## src/rtl/drs_pkg.sv

```systemverilog
package drs_pkg;

  typedef enum logic {
    PH_OPEN = 1'b0,
    PH_HOLD = 1'b1
  } phase_e;

  typedef struct packed {
    logic capA;
    logic capB;
    logic fire;
    logic lastBit;
    logic addMode;
  } strobe_t;

endpackage

```

## src/rtl/drs_rail_rx.sv

```systemverilog
module drs_rail_rx (
  input  logic railT,
  input  logic railF,
  output logic arrive,
  output logic clash,
  output logic value
);

  assign arrive = railT ^ railF;
  assign clash  = railT & railF;
  assign value  = railT;

endmodule

```

## src/rtl/drs_ctrl.sv

```systemverilog
module drs_ctrl
  import drs_pkg::*;
#(
  parameter int WIDTH = 8
) (
  input  logic       clk,
  input  logic       rstN,
  input  logic       addMode,
  input  logic [1:0] arrive,
  input  logic [1:0] clash,
  input  logic       ackIn,
  output strobe_t    stb,
  output logic       protoErr
);

  localparam int CW = (WIDTH > 2) ? $clog2(WIDTH) : 1;
  localparam logic [CW-1:0] LAST = CW'(WIDTH - 1);

  phase_e        phase;
  logic [CW-1:0] bitCnt;
  logic          haveA, haveB;
  logic          open, effA, effB;

  assign open = (phase == PH_OPEN);

  always_comb begin
    stb.addMode = addMode;
    stb.capA    = open & arrive[0] & ~haveA;
    stb.capB    = open & addMode & arrive[1] & ~haveB;
    effA        = haveA | stb.capA;
    effB        = haveB | stb.capB | ~addMode;
    stb.fire    = effA & effB;
    stb.lastBit = stb.fire & (bitCnt == LAST);
  end

  always_ff @(posedge clk) begin
    if (!rstN) begin
      phase    <= PH_OPEN;
      bitCnt   <= '0;
      haveA    <= 1'b0;
      haveB    <= 1'b0;
      protoErr <= 1'b0;
    end else begin
      protoErr <= |clash;
      if (stb.fire) begin
        haveA  <= 1'b0;
        haveB  <= 1'b0;
        bitCnt <= stb.lastBit ? '0 : bitCnt + 1'b1;
      end else begin
        haveA <= haveA | stb.capA;
        haveB <= haveB | stb.capB;
      end
      if (stb.lastBit)
        phase <= PH_HOLD;
      else if (phase == PH_HOLD && ackIn)
        phase <= PH_OPEN;
    end
  end


  hold_no_fire_chk: assert property (@(posedge clk) disable iff (!rstN)
    (phase == PH_HOLD) |-> !stb.fire);


  clash_no_cap_chk: assert property (@(posedge clk) disable iff (!rstN)
    (clash[0] || clash[1]) |-> !(clash[0] && stb.capA) && !(clash[1] && stb.capB));

endmodule

```

## src/rtl/drs_datapath.sv

```systemverilog
module drs_datapath
  import drs_pkg::*;
#(
  parameter int WIDTH = 8
) (
  input  logic    clk,
  input  logic    rstN,
  input  strobe_t stb,
  input  logic    valA,
  input  logic    valB,
  output logic    qT,
  output logic    qF,
  output logic    wordDone
);

  localparam int OCW = $clog2(WIDTH) + 1;

  logic bitA, bitB, carry;
  logic opA, opB, resBit, carryNext;

  always_comb begin
    opA       = stb.capA ? valA : bitA;
    opB       = stb.capB ? valB : bitB;
    resBit    = stb.addMode ? (opA ^ opB ^ carry) : opA;
    carryNext = (opA & opB) | (opA & carry) | (opB & carry);
  end

  always_ff @(posedge clk) begin
    if (!rstN) begin
      bitA     <= 1'b0;
      bitB     <= 1'b0;
      carry    <= 1'b0;
      qT       <= 1'b0;
      qF       <= 1'b0;
      wordDone <= 1'b0;
    end else begin
      if (stb.capA) bitA <= valA;
      if (stb.capB) bitB <= valB;
      if (stb.fire)
        carry <= (stb.lastBit || !stb.addMode) ? 1'b0 : carryNext;
      qT       <= stb.fire & resBit;
      qF       <= stb.fire & ~resBit;
      wordDone <= stb.lastBit;
    end
  end

  logic [OCW-1:0] outCnt;
  always_ff @(posedge clk) begin
    if (!rstN) outCnt <= '0;
    else if (qT || qF) outCnt <= wordDone ? '0 : outCnt + 1'b1;
  end


  one_rail_chk: assert property (@(posedge clk) disable iff (!rstN)
    !(qT && qF));


  word_len_chk: assert property (@(posedge clk) disable iff (!rstN)
    wordDone |-> (qT || qF) && (outCnt == OCW'(WIDTH - 1)));


  carry_clear_chk: assert property (@(posedge clk) disable iff (!rstN)
    wordDone |-> (carry == 1'b0));

endmodule

```

## src/rtl/dual_rail_stage.sv

```systemverilog
module dual_rail_stage
  import drs_pkg::*;
#(
  parameter int WIDTH = 8,
  parameter int NCH   = 2
) (
  input  logic clk,
  input  logic rstN,
  input  logic addMode,
  input  logic aT,
  input  logic aF,
  input  logic bT,
  input  logic bF,
  input  logic ackIn,
  output logic qT,
  output logic qF,
  output logic wordDone,
  output logic protoErr
);

  logic [NCH-1:0] railsT, railsF, arrive, clash, value;
  strobe_t stb;

  assign railsT = {bT, aT};
  assign railsF = {bF, aF};

  for (genvar ch = 0; ch < NCH; ch++) begin : g_rx
    drs_rail_rx u_rx (
      .railT  (railsT[ch]),
      .railF  (railsF[ch]),
      .arrive (arrive[ch]),
      .clash  (clash[ch]),
      .value  (value[ch])
    );
  end

  drs_ctrl #(.WIDTH(WIDTH)) u_ctrl (
    .clk      (clk),
    .rstN     (rstN),
    .addMode  (addMode),
    .arrive   (arrive),
    .clash    (clash),
    .ackIn    (ackIn),
    .stb      (stb),
    .protoErr (protoErr)
  );

  drs_datapath #(.WIDTH(WIDTH)) u_dp (
    .clk      (clk),
    .rstN     (rstN),
    .stb      (stb),
    .valA     (value[0]),
    .valB     (value[1]),
    .qT       (qT),
    .qF       (qF),
    .wordDone (wordDone)
  );


  quiet_after_done_chk: assert property (@(posedge clk) disable iff (!rstN)
    wordDone |=> !(qT || qF));


  err_source_chk: assert property (@(posedge clk) disable iff (!rstN)
    protoErr |-> $past((aT && aF) || (bT && bF)));

endmodule

```

## config.mk

```make
export PLATFORM = sky130hd
export DESIGN_NAME = dual_rail_stage
export DESIGN_NICKNAME = d
export VERILOG_FILES = /design/src/rtl/drs_pkg.sv /design/src/rtl/drs_rail_rx.sv /design/src/rtl/drs_ctrl.sv /design/src/rtl/drs_datapath.sv /design/src/rtl/dual_rail_stage.sv
export SDC_FILE = /design/constraint.sdc
export NUM_CORES = 1
export LEC_CHECK = 0
export BUFFER_PORTS_ARGS = -buffer_cell sky130_fd_sc_hd__buf_2
export CORE_MARGIN = 2
export CORE_UTILIZATION = 35
export DETAILED_ROUTE_END_ITERATION = 8
export GPL_ROUTABILITY_DRIVEN = 0
export PLACE_DENSITY_LB_ADDON = 0.25
export SYNTH_ARGS = -nofsm -noshare
export SYNTH_HDL_FRONTEND = slang
export SYNTH_SLANG_ARGS = --single-unit
```

## constraint.sdc

```tcl
create_clock -name clk -period 4.3 [get_ports clk]
set_clock_uncertainty 0.15 [all_clocks]
set_input_delay 1.075 -clock clk [delete_from_list [all_inputs] [get_ports clk]]
set_output_delay 1.075 -clock clk [all_outputs]
set_load 0.005 [all_outputs]
```

==> summary.md <==
| Metric | Value |
|---|---|
| CTS sink count | 13 |
| Hold Violations, Final | 0 |
| FF+latch count, synth | 13 |
| Syn nets | 70 |
| Hold_buf cts | 0 |
| Crit path max fanout | 3 |
| Non-filler cells, final | 87 |
| Max Cap Viol | 0 |
| Vias in the first global route | 413 |
| Post-CTS Setup Inserts | 0 |
| CP required | 4.35 ns |
| Placeable Area | 1541 sq um |
| Post-place instance area | 658.1 sq um |
| Mean Syn Cell Area | 10.29 sq um |
| Worst vdd ir | 181.1 uV |
| DRT iter0 DRCs | 18 |
| I/O Pins | 12 |
| Routed wire per std cell | 11.10 um |
| GRT Residual Overflow | 0 |
| Gr usage total | 12.25% |
| Number of core rows | 14 |
| Critical path launch point type | input port |
| Status | finished, final reports clean |
| Clk pin slew, worst setup/hold paths | 0.07 ns |
| Slew Limit Fails | 0 |
| RR Endpoint | u_dp.carry$_SDFFE_PN0P_ |
| Final worst path period need | 2.838 ns |
| Hold_sp | u_ctrl.bitCnt[2]$_SDFFE_PN0P_ |
| Initial antenna violation count | 0 |
| RSZ-0062 raised after global routing | no |
| First-pass GRT wire length | 1.690 mm |
| PostCTS Resize Cnt | 0 |
| DR DRC count | 0 |
| Largest net degree at the start of global routing | 17 |
| Hold Crit Class | reg -> reg |
| Die ar. | 2020 sq um |
| Syn Std Cell Area | 586.8 sq um |
| Detail Route Antenna Nets | 0 |
| Buffers on Ports | 11 |
| Worst reg-to-reg path cell count | 6 |
| R2r setup slk | 2.20 ns |
| Nets | 85 |
| Hold depth | 2 |
| Chip width | 44.95 um |
| DRT Pass-1 Iters | 4 |
| Worst slew pin tran | 0.3230 ns |
| Post-Route WL | 966 um |
| Setup TNS | 0 ns |
| DR vias/cell | 4.862 |
| Skew-Pair Late Insertion Delay | 0.27 ns |
| Fmax | 0.3524 GHz |
| Synth Instances | 57 |
| Period utilisation layout | 65.99% |
| Ant. Diodes | 0 |
| Design Power | 247.7 uW |
| Max clock buf depth | 2 |
| Share of cells above drive strength 1 | 26.76% |
| DP HPWL | 718 um |
| Fillers | 154 |
| Starting Density | 38.07% |
| CP Class | in -> reg |
| Power density over the cells | 361.9 nW/um^2 |
| Multi-input gate area | 315.3 sq um |
| Die Ht | 44.95 um |
| Vias | 423 |
| Leakage power | 0.0002975 uW |
| Final core utilization | 44.40% |
| WP data arrival | 2.89 ns |
| Syn. warnings | 0 |
| H-tree levels | 1 |
| Inst Count DP | 83 |
| Clock root buffer | clkbuf_4 |
| Final setup fails | 0 |
| Register Area | 260.3 sq um |
| Nature of the critical path endpoint | flip-flop |
| Hold Crit Endpoint | u_ctrl.bitCnt[2]$_SDFFE_PN0P_ |
| Cts bufs inserted | 3 |
| Post-synthesis sequential area ratio | 44.35% |
| TritonCTS clock tree | done |
| Synth cell types | 24 |
| R2R Path Start | u_ctrl.haveB$_SDFF_PP0_ |
| Max_slew headroom | 77.85% |
| Layout area overhead | 16.63% |
| Final instance area | 684.4 sq um |
-- worst max-delay path by stage --
stage | slack [ns] | to | from
after floorplan | 1.39 | u_dp.carry$_SDFFE_PN0P_ | aT
after global placement | 1.19 | u_dp.carry$_SDFFE_PN0P_ | aT
after detailed placement | 1.19 | u_dp.carry$_SDFFE_PN0P_ | aT
after CTS | 1.48 | u_dp.carry$_SDFFE_PN0P_ | aT
after global routing | 1.26 | u_dp.carry$_SDFFE_PN0P_ | bT
final | 1.46 | u_dp.carry$_SDFFE_PN0P_ | aT
-- stage by stage --
stage,hold slack (ns),worst slack (ns)
floorplan,0.2780,1.387
global placement,0.2960,1.194
detailed placement,0.3057,1.185
CTS,0.3178,1.479
global route,0.3465,1.265
finish,0.3151,1.462
-- cell families after synthesis --
family,synth area share [%]
simple gates,22.17
flops,44.35
compound gates,11.09
mux,8.529
fa+ha+maj,11.94
buf+inv,1.919
-- layout by cell type (no fill, tap or decap) --
| cell | synthesis | routed |
|---|---|---|
| fa_1 | 1 | 1 |
| buf_2 | 0 | 11 |
| nor2b_1 | 1 | 1 |
| and2b_2 | 1 | 1 |
| o21a_1 | 1 | 1 |
| dfxtp_1 | 13 | 13 |
| nand3b_1 | 2 | 2 |
| and3_2 | 1 | 1 |
| inv_1 | 2 | 2 |
| o22ai_1 | 1 | 1 |
| or2_1 | 1 | 1 |
| o21ai_0 | 4 | 4 |
| nor2_1 | 4 | 4 |
| clkbuf_4 | 0 | 3 |
| nand2b_2 | 1 | 1 |
| clkbuf_1 | 1 | 1 |
| a31oi_1 | 1 | 1 |
| nor3b_1 | 2 | 2 |
| or3b_2 | 1 | 1 |
| o211ai_1 | 2 | 2 |
| ha_1 | 4 | 4 |
| or4bb_1 | 1 | 1 |
| nor3b_2 | 1 | 1 |
| a21oi_1 | 2 | 2 |
| mux2i_1 | 5 | 5 |
| nand2_1 | 4 | 4 |
-- flip-flops by register name, indices dropped and copies added, names as in the netlist --
signal / cells
u_ctrl.bitCnt: 3
u_ctrl.haveA: 1
u_dp.bitA: 1
u_ctrl.phase: 1
u_dp.qF: 1
u_dp.carry: 1
u_dp.qT: 1
u_ctrl.protoErr: 1
u_dp.wordDone: 1
u_ctrl.haveB: 1
u_dp.bitB: 1
-- cell usage after synthesis --
master    number  area [sq um]
o21a_1         1         7.510
o211ai_1       2         15.01
and2b_2        1         8.760
and3_2         1         7.510
nand2_1        4         15.01
nor2_1         4         15.01
or2_1          1         6.260
o21ai_0        4         20.02
mux2i_1        5         50.05
o22ai_1        1         6.260
inv_1          2         7.510
or3b_2         1         8.760
dfxtp_1       13         260.3
nand2b_2       1         8.760
clkbuf_1       1         3.750
nor2b_1        1         6.260
a21oi_1        2         10.01
fa_1           1         20.02
nor3b_1        2         15.01
or4bb_1        1         11.26
a31oi_1        1         6.260
ha_1           4         50.05
nor3b_2        1         12.51
nand3b_1       2         15.01
-- cell type report --
cell class              count  share of cell area [%]
inverters                   2                   1.097
well taps                  16                   2.925
repair buffers             11                   8.044
clock buffers               4                   3.839
multi-input cells          41                   46.07
flip-flops and latches     13                   38.03
-- power breakdown --
group          internal, uW  total, uW  switching [uW]  leakage (uW)
clock                  35.9       71.9            36.0     0.0000150
combinational          20.9       42.2            21.4      0.000176
sequential              129        134            4.35      0.000106
-- worst max-delay path: stages --
cell     delay [ns]
buf_2          0.11
ha_1           0.32
nor3b_2        0.17
mux2i_1        0.18
fa_1           0.42
or4bb_1        0.48
o21ai_0        0.13
-- layer usage --
metal	track usage, %	share of wire [%]
met1	14.39	51
met2	17.14	42
met3	7.200	5.2
met4	7.059	1.9
met5	0	0
No activity file was read; power rests on OpenSTA's default activity.
